[config.mk]
export PLATFORM = sky130hd
export DESIGN_NAME = thresh_event_counter
export DESIGN_NICKNAME = d
export VERILOG_FILES = /design/src/rtl/tevc_pkg.sv /design/src/rtl/tevc_qualifier.sv /design/src/rtl/tevc_mode_fsm.sv /design/src/rtl/tevc_accum.sv /design/src/rtl/thresh_event_counter.sv
export SDC_FILE = /design/constraint.sdc
export NUM_CORES = 1
export LEC_CHECK = 0
export ABC_AREA = 1
export BUFFER_PORTS_ARGS = -buffer_cell sky130_fd_sc_hd__buf_4
export CAP_MARGIN = 30
export CORE_MARGIN = 4
export CORE_UTILIZATION = 52
export CTS_CLUSTER_DIAMETER = 30
export DETAILED_ROUTE_END_ITERATION = 7
export PLACE_DENSITY = 0.9
export SLEW_MARGIN = 20
export SYNTH_ARGS = -nofsm -noshare
export SYNTH_HDL_FRONTEND = slang
export SYNTH_SLANG_ARGS = --single-unit
[constraint.sdc]
create_clock -name clk -period 4.25 [get_ports clk]
set_input_delay 0.2125 -clock clk [delete_from_list [all_inputs] [get_ports clk]]
set_output_delay 0.2125 -clock clk [all_outputs]
set_load 0.05 [all_outputs]
[src/rtl/tevc_pkg.sv]
package tevc_pkg;
    typedef enum logic [1:0] {
        ISA_BOTH   = 2'd0,
        ISA_NATIVE = 2'd1,
        ISA_LEGACY = 2'd2,
        ISA_ANY    = 2'd3
    } isa_sel_e;

    typedef enum logic {
        ST_FULL = 1'b0,
        ST_TICK = 1'b1
    } inc_state_e;

    localparam logic [1:0] ADDR_THRESH  = 2'd0;
    localparam logic [1:0] ADDR_QUAL    = 2'd1;
    localparam logic [1:0] ADDR_PRELOAD = 2'd2;
endpackage

[src/rtl/tevc_qualifier.sv]
module tevc_qualifier
    import tevc_pkg::*;
#(
    parameter int PRIV_LEVELS = 4,
    parameter int PRIV_W      = $clog2(PRIV_LEVELS)
) (
    input  logic                   clk,
    input  logic                   rst_n,
    input  logic                   wr_en,
    input  logic [PRIV_LEVELS-1:0] wr_mask,
    input  logic [1:0]             wr_isa,
    input  logic [PRIV_W-1:0]      cur_priv,
    input  logic                   isa_legacy,
    output logic                   qual_ok
);
    logic [PRIV_LEVELS-1:0] mask_q;
    isa_sel_e               isa_q;
    logic [PRIV_LEVELS-1:0] lvl_hit;
    logic                   isa_ok;

    always_ff @(posedge clk or negedge rst_n) begin
        if (!rst_n) begin
            mask_q <= '0;
            isa_q  <= ISA_BOTH;
        end else if (wr_en) begin
            mask_q <= wr_mask;
            isa_q  <= isa_sel_e'(wr_isa);
        end
    end

    for (genvar lv = 0; lv < PRIV_LEVELS; lv++) begin : g_lvl
        assign lvl_hit[lv] = mask_q[lv] && (cur_priv == PRIV_W'(lv));
    end

    always_comb begin
        unique case (isa_q)
            ISA_NATIVE: isa_ok = !isa_legacy;
            ISA_LEGACY: isa_ok = isa_legacy;
            ISA_BOTH,
            ISA_ANY:    isa_ok = 1'b1;
            default:    isa_ok = 1'b1;
        endcase
    end

    assign qual_ok = (|lvl_hit) && isa_ok;

    AST_MASK_WRITE_LANDS: assert property (@(posedge clk) disable iff (!rst_n)
        wr_en |=> (mask_q == $past(wr_mask)));
endmodule

[src/rtl/tevc_mode_fsm.sv]
module tevc_mode_fsm
    import tevc_pkg::*;
#(
    parameter int EVT_W    = 3,
    parameter int MAX_INCR = 6,
    parameter int TH_W     = $clog2(MAX_INCR)
) (
    input  logic             clk,
    input  logic             rst_n,
    input  logic             th_we,
    input  logic [TH_W-1:0]  th_wdata,
    input  logic [EVT_W-1:0] evt_count,
    input  logic             qual_ok,
    output logic [EVT_W-1:0] inc,
    output inc_state_e       state
);
    localparam logic [TH_W-1:0] MAX_TH = TH_W'(MAX_INCR - 1);

    logic [TH_W-1:0] thresh_q;
    logic [TH_W-1:0] th_clamped;
    inc_state_e      state_d;

    assign th_clamped = (th_wdata > MAX_TH) ? MAX_TH : th_wdata;

    always_comb begin
        state_d = state;
        unique case (state)
            ST_FULL: if (th_we && th_clamped != '0) state_d = ST_TICK;
            ST_TICK: if (th_we && th_clamped == '0) state_d = ST_FULL;
            default: state_d = ST_FULL;
        endcase
    end

    always_ff @(posedge clk or negedge rst_n) begin
        if (!rst_n) begin
            state    <= ST_FULL;
            thresh_q <= '0;
        end else begin
            state <= state_d;
            if (th_we) thresh_q <= th_clamped;
        end
    end

    always_comb begin
        inc = '0;
        if (qual_ok) begin
            unique case (state)
                ST_FULL: inc = evt_count;
                ST_TICK: inc = (EVT_W'(thresh_q) < evt_count) ? EVT_W'(1) : '0;
                default: inc = '0;
            endcase
        end
    end

    AST_THRESH_CLAMPED: assert property (@(posedge clk) disable iff (!rst_n)
        thresh_q <= MAX_TH);
    AST_TICK_AT_MOST_ONE: assert property (@(posedge clk) disable iff (!rst_n)
        (state == ST_TICK) |-> (inc <= EVT_W'(1)));
endmodule

[src/rtl/tevc_accum.sv]
module tevc_accum #(
    parameter int CNT_W = 48,
    parameter int EVT_W = 3
) (
    input  logic             clk,
    input  logic             rst_n,
    input  logic             load_en,
    input  logic [CNT_W-1:0] load_val,
    input  logic [EVT_W-1:0] inc,
    output logic [CNT_W-1:0] count,
    output logic             ovf
);
    logic [CNT_W:0] sum;

    assign sum = {1'b0, count} + (CNT_W+1)'(inc);

    always_ff @(posedge clk or negedge rst_n) begin
        if (!rst_n) begin
            count <= '0;
            ovf   <= 1'b0;
        end else if (load_en) begin
            count <= load_val;
            ovf   <= 1'b0;
        end else begin
            count <= sum[CNT_W-1:0];
            ovf   <= sum[CNT_W];
        end
    end

    AST_PRELOAD_WINS: assert property (@(posedge clk) disable iff (!rst_n)
        load_en |=> (count == $past(load_val)) && !ovf);
    AST_NO_DOUBLE_OVF: assert property (@(posedge clk) disable iff (!rst_n)
        ovf |=> !ovf);
    AST_HOLD_ON_ZERO: assert property (@(posedge clk) disable iff (!rst_n)
        (!load_en && inc == '0) |=> $stable(count) && !ovf);
endmodule

[src/rtl/thresh_event_counter.sv]
module thresh_event_counter
    import tevc_pkg::*;
#(
    parameter int CNT_W       = 48,
    parameter int EVT_W       = 3,
    parameter int MAX_INCR    = 6,
    parameter int PRIV_LEVELS = 4
) (
    input  logic                           clk,
    input  logic                           rst_n,
    input  logic [EVT_W-1:0]               evt_count,
    input  logic [$clog2(PRIV_LEVELS)-1:0] cur_priv,
    input  logic                           isa_legacy,
    input  logic                           cfg_we,
    input  logic [1:0]                     cfg_addr,
    input  logic [CNT_W-1:0]               cfg_wdata,
    output logic [CNT_W-1:0]               rd_value,
    output logic                           ovf_pulse
);
    localparam int TH_W   = $clog2(MAX_INCR);
    localparam int PRIV_W = $clog2(PRIV_LEVELS);

    logic             qual_ok;
    logic [EVT_W-1:0] inc;
    inc_state_e       state;
    logic             wr_th, wr_qual, wr_load;

    assign wr_th   = cfg_we && (cfg_addr == ADDR_THRESH);
    assign wr_qual = cfg_we && (cfg_addr == ADDR_QUAL);
    assign wr_load = cfg_we && (cfg_addr == ADDR_PRELOAD);

    tevc_qualifier #(.PRIV_LEVELS(PRIV_LEVELS), .PRIV_W(PRIV_W)) u_qual (
        .clk       (clk),
        .rst_n     (rst_n),
        .wr_en     (wr_qual),
        .wr_mask   (cfg_wdata[PRIV_LEVELS-1:0]),
        .wr_isa    (cfg_wdata[PRIV_LEVELS+1:PRIV_LEVELS]),
        .cur_priv  (cur_priv),
        .isa_legacy(isa_legacy),
        .qual_ok   (qual_ok)
    );

    tevc_mode_fsm #(.EVT_W(EVT_W), .MAX_INCR(MAX_INCR), .TH_W(TH_W)) u_fsm (
        .clk      (clk),
        .rst_n    (rst_n),
        .th_we    (wr_th),
        .th_wdata (cfg_wdata[TH_W-1:0]),
        .evt_count(evt_count),
        .qual_ok  (qual_ok),
        .inc      (inc),
        .state    (state)
    );

    tevc_accum #(.CNT_W(CNT_W), .EVT_W(EVT_W)) u_acc (
        .clk     (clk),
        .rst_n   (rst_n),
        .load_en (wr_load),
        .load_val(cfg_wdata),
        .inc     (inc),
        .count   (rd_value),
        .ovf     (ovf_pulse)
    );

    AST_UNQUALIFIED_ZERO: assert property (@(posedge clk) disable iff (!rst_n)
        !qual_ok |-> (inc == '0));
    AST_FULL_PASSES_COUNT: assert property (@(posedge clk) disable iff (!rst_n)
        (qual_ok && state == ST_FULL) |-> (inc == evt_count));
endmodule

# Word level (Yosys, flattened, before mapping)
# Cells that the tools add are included.
[totals]
regBits = 59
input_bits = 59
output_inout_bits = 49
elab_cells = 46
[op_classes]
add_sub_neg = 1
order_cmp = 2
n_eq_ne = 8
n_mux = 10
n_bitwise = 1
reduce_logical = 18
[op_table]
columns = ["op", "count"]
rows = [
  ["$add A48 B3 Y49", 1],
  ["$mux W48", 1],
  ["$eq A2 B2 Y1 const B", 5],
  ["$logic_and A1 B1 Y1", 10],
  ["$eq A2 B1 Y1 const B", 3],
  ["$logic_not A2 Y1", 3],
  ["$mux W3", 2],
  ["$pmux W3 S2", 1],
  ["$mux W1", 4],
  ["$reduce_or A4 Y1", 1],
  ["$gt A3 B3 Y1 const B", 1],
  ["$logic_not A3 Y1", 1],
  ["$lt A3 B3 Y1", 1],
  ["$pmux W1 S3", 1],
  ["$reduce_bool A3 Y1", 1],
  ["$pmux W1 S2", 1],
  ["$reduce_or A2 Y1", 1],
  ["$logic_not A1 Y1", 1],
  ["$not A1 Y1", 1],
]

# Logic depth before layout (Yosys ltp)
[depth]
depth_word = 7
ltp_mapped = 19

# Cells and area by module
# Synthesis repeated with hierarchy kept, for this count alone.
[hier_totals]
hier_cells = 588
hier_area_um2 = 3988.8
[by_module_without_submodules]
columns = ["module", "n_inst", "cells_per_inst", "area_each_um2", "seq_area_each_um2"]
rows = [
  ["tevc_accum", 1, 511, 3372.0, 1226.2],
  ["tevc_qualifier", 1, 35, 335.3, 150.1],
  ["tevc_mode_fsm", 1, 35, 255.2, 100.1],
  ["thresh_event_counter", 1, 7, 26.3, 0.0],
]

# Worst setup path before layout
# Ideal clock, no wire load.
[synth_path]
path_kind = "reg2reg"
from = "reg u_qual.isa_q[0]"
to = "reg u_acc.count[16]"
arrival_ns = 2.399
required_time_ns = 4.133
setup_slack_ns = 1.734
stages_incl_launch_ff = 17
period_less_slack_ns = 2.516
path_cell_list = "dfrtp_1 inv_1 ha_1 a211o_1 nand3_1 a21oi_1 ha_1 fa_1 nand2_1 nand2_1 nand2_2 inv_1 nand2_1 nor2_1 xor2_1 nand2_1 nand2_1"
[synth_via]
elab_chain_cells = 7
[synth_lines]
columns = ["element", "line_no", "text"]
rows = [
  ["from (decl)", "tevc_qualifier.sv:17", "isa_sel_e isa_q;"],
  ["from (signal assigned)", "tevc_qualifier.sv:27", "isa_q <= isa_sel_e'(wr_isa);"],
  ["$eq A2 B2 Y1 / $logic_not A2 Y1 (equally long branches)", "tevc_qualifier.sv:36", "unique case (isa_q)"],
  ["$reduce_or A2 Y1", "tevc_qualifier.sv:36", ""],
  ["$pmux W1 S3 *", "tevc_qualifier.sv:36", ""],
  ["$logic_and A1 B1 Y1 *", "tevc_qualifier.sv:45", "assign qual_ok = (|lvl_hit) && isa_ok;"],
  ["$mux W3 *", "tevc_mode_fsm.sv:46", "if (qual_ok) begin"],
  ["$add A48 B3 Y49 *", "tevc_accum.sv:15", "assign sum = {1'b0, count} + (CNT_W+1)'(inc);"],
  ["$mux W48 *", "tevc_accum.sv:21", "end else if (load_en) begin"],
  ["to (signal assigned)", "tevc_accum.sv:22", "count <= load_val;"],
  ["to (signal assigned)", "tevc_accum.sv:25", "count <= sum[CNT_W-1:0];"],
  ["to (decl)", "tevc_accum.sv:10", "output logic [CNT_W-1:0] count,"],
]
# Every way passes the cells marked *; elsewhere a longest branch is shown, timed or not.
# A chain may end at the register's enable or synchronous reset.

# Worst setup path after layout
[layout_path]
from = "reg u_qual.isa_q[0]"
to = "reg u_acc.count[32]"
# The elaborated chain is that of the path after synthesis.

==> impl_metrics.tcl <==
set metrics [dict create \
    cts_tree "done" \
    r2r-start "u_qual.isa_q[0]" \
    row_count 31 \
    hold_violations 0 \
    crit_arrival_ns 3.11 \
    grt_pass1_wl_um 20700 \
    synth_cells 592 \
    grt-ovfl-total 0 \
    hp-class "input port to flip-flop" \
    io_pins 108 \
    cp_cell_sequence "inv_1 > ha_1 > a211o_1 > nand3_1 > a21oi_1 > ha_1 > fa_1 > nand2_1 > nand2_1 > nand2_2 > inv_1 > nand2_1 > nor2_1 > nand3b_1 > nand2_1 > nand2_1 > nand2_1" \
    cts_resized 0 \
    clk_latency_ns 0.35 \
    slew_viol_final 0 \
    start_util 0.536 \
    p_sw_frac 0.420 \
    finalInstanceArea_um2 5060 \
    fmax_ghz 0.349 \
    drt_first_iter_violations 263 \
    fin_util 0.694 \
    vias 4336 \
    min_period_ns 2.87 \
    ys_ff_latch 59 \
    synth_top_area_share 0.378 \
    synth_cell_types 38 \
    drt-total-wl_um 12800 \
    ys.flop_type "dfrtp_1" \
    totalNegativeSetupSlack_ns 0 \
    place_area_um2 4810 \
    dr.pass1.iters 5 \
    rr_worst_depth 17 \
    ir_drop_uv 254 \
    diodes 0 \
    crit_buf_inv 2 \
    die_w_um 94.7 \
    h-tree-depth 3 \
    slowest_stage "fa_1" \
    period_share 0.675 \
    synth_top_area_cell "dfrtp_1" \
    track_usage 0.300 \
    cts_hold_buf 1 \
    crit_fanout 6 \
    first_global_vias 4270 \
    ys_async_sr_fraction 1.00 \
    grt_antenna_before_repair 0 \
    wl_per_cell_um 15.9 \
    worst_pin_slew_ns 0.915 \
    synth-edff-count 0 \
    path_delay_family "simple AND/OR/NAND/NOR gates" \
    cts_num_sinks 59 \
    clkPwrFrac 0.273 \
    combPwrFrac 0.365 \
    timing.critical_path.mode_cell "nand2_1" \
    post_drt_via_cell_ratio 5.38 \
    crit_end "u_acc.count[32]" \
    status "finished, final reports clean" \
    routabilityCongestion 0.925 \
    grt_start_max_net_pins 60 \
    slowest_delay_ns 0.40 \
    crit_cells 17 \
    switching_power_uw 945 \
    startpoint_type "flip-flop" \
    synthTopCellsByArea "dfrtp_1, nand2_1, nor2_1" \
    nets 769 \
    power_leakage_nw 2.44 \
    antenna_left 0 \
    maxCapViolations 0 \
    layout-drive-gt1-share 0.194 \
    ys_warn_count 0 \
    root_buffer "clkbuf_8" \
    seqPwrFrac 0.361 \
    remaining_drc_errors 0 \
    ys_seq_area_frac 0.378 \
    synth_area_um2 3910 \
    rsz0062_at_grt "no" \
    powerDensity_nw_per_um2 445 \
    clk_pin_slew_ns 0.08 \
    rrSetupSlack_ns 1.38 \
    die_h_um 94.7 \
    fp.dieArea_um2 8970 \
    postCtsSetupRepairBufs 0 \
    fin_skew_ns 0.0131 \
    core_area_um2 7290 \
    cts_made_buffers 9 \
    hpwl_um 9920 \
    rr_endpoint "u_acc.count[32]" \
    critPathKind "flip-flop to flip-flop" \
    port_buffers 107 \
    synth.avg_cell_area_um2 6.60 \
    clockBufferDepth 2 \
    relSlewSlack 0.390 \
    critPathCaptureType "flip-flop" \
    setup_viol 0 \
    cp.required_ns 4.49 \
    p_int_mw 1.30 \
    area_growth_syn_to_layout_pct 29.4 \
    synth.net_count 659 \
    startpoint "u_qual.isa_q[0]" \
]
## synthesized netlist by cell type, drive strengths merged (4+ instances only)
master    n
a21oi     7
buf       4
clkbuf    7
dfrtp    59
ha        7
inv      48
nand2   243
nand3    33
nand4    18
nor2     96
nor3      5
o21ai    29
xnor2    12
## power by group through the flow
stage / combinational (mW) / sequential [mW] / clock [mW]
6_report: 0.822 / 0.813 / 0.615
5_1_grt: 0.887 / 0.825 / 0.646
4_1_cts: 0.824 / 0.807 / 0.619
3_5_place_dp: 0.818 / 0.816 / 0
3_3_place_gp: 0.798 / 0.815 / 0
2_1_floorplan: 0.240 / 1.08 / 0
## worst min-delay path, stage by stage
cell and delay (ns):
buf_4 0.08, nand2_1 0.04, nand2_1 0.05
## cell type report
cell class              count  area [µm²]
well taps                  99         124
clock buffers              13         169
fillers                   648        2230
flip-flops and latches     59        1480
inverters                  48         180
multi-input cells         474        2210
repair buffers            110         828
clock inverters             3        68.8
## sequential cells by signal, summed over array words and instances (netlist names), named ones only
signal / flops
u_acc.count: 48
u_acc.ovf: 1
u_fsm.thresh_q: 3
u_qual.isa_q: 2
u_qual.mask_q: 4
## stage by stage
stage / hold WS [ns] / cells / power (mW) / setup WS, ns
global placement: 0.317 / 789 / 1.61 / 1.63
floorplan: -0.0831 / 592 / 1.32 / 1.73
finish: 0.0580 / 806 / 2.25 / 1.38
detailed placement: 0.331 / 789 / 1.63 / 1.45
global route: 0.0714 / 806 / 2.36 / 1.24
CTS: 0.0570 / 806 / 2.25 / 1.42
## cell usage in the layout (no fill, tap or decap), drive strengths merged, types with 2 or more instances in the layout
cell type / Yosys / final
a31oi: 3 / 3
or2: 2 / 2
nand4: 18 / 18
ha: 7 / 7
nor2: 96 / 96
xor2: 3 / 3
nor3: 5 / 5
a21oi: 7 / 7
nand3b: 3 / 3
o21ai: 29 / 29
dfrtp: 59 / 59
bufinv: 0 / 2
clkbuf: 7 / 13
inv: 48 / 48
xnor2: 12 / 12
nand2: 243 / 243
buf: 4 / 109
nand3: 33 / 33
o21bai: 2 / 2
## cell families after synthesis
kind of cell / count (synthesis) / synth area share
compound gates: 48 / 0.0688
xor+xnor: 15 / 0.0336
flops: 59 / 0.378
simple gates: 403 / 0.435
buf+inv: 59 / 0.0576
fa+ha+maj: 8 / 0.0275
## worst min path at each step
stage	end	depth (start not counted)	startpoint	slack (ns)
CTS	u_acc.count[36]	3	cfg_wdata[36]	0.06
finish	u_acc.count[36]	3	cfg_wdata[36]	0.06
detailed placement	u_qual.mask_q[0]	1	rst_n	0.33
floorplan	asynchronous set/reset pin	0	rst_n	-0.08
global route	u_acc.count[38]	3	cfg_wdata[38]	0.07
global placement	u_qual.mask_q[0]	1	rst_n	0.32
## per-layer routing
layer  track usage  share of wire  vias up
met4         0.105          0.021        0
li1              -              -     2102
met3        0.0390          0.076       23
met2         0.484           0.46      203
met5             0              0        -
met1         0.415           0.44     2008
Note: power is estimated with default switching activity, not from simulation.
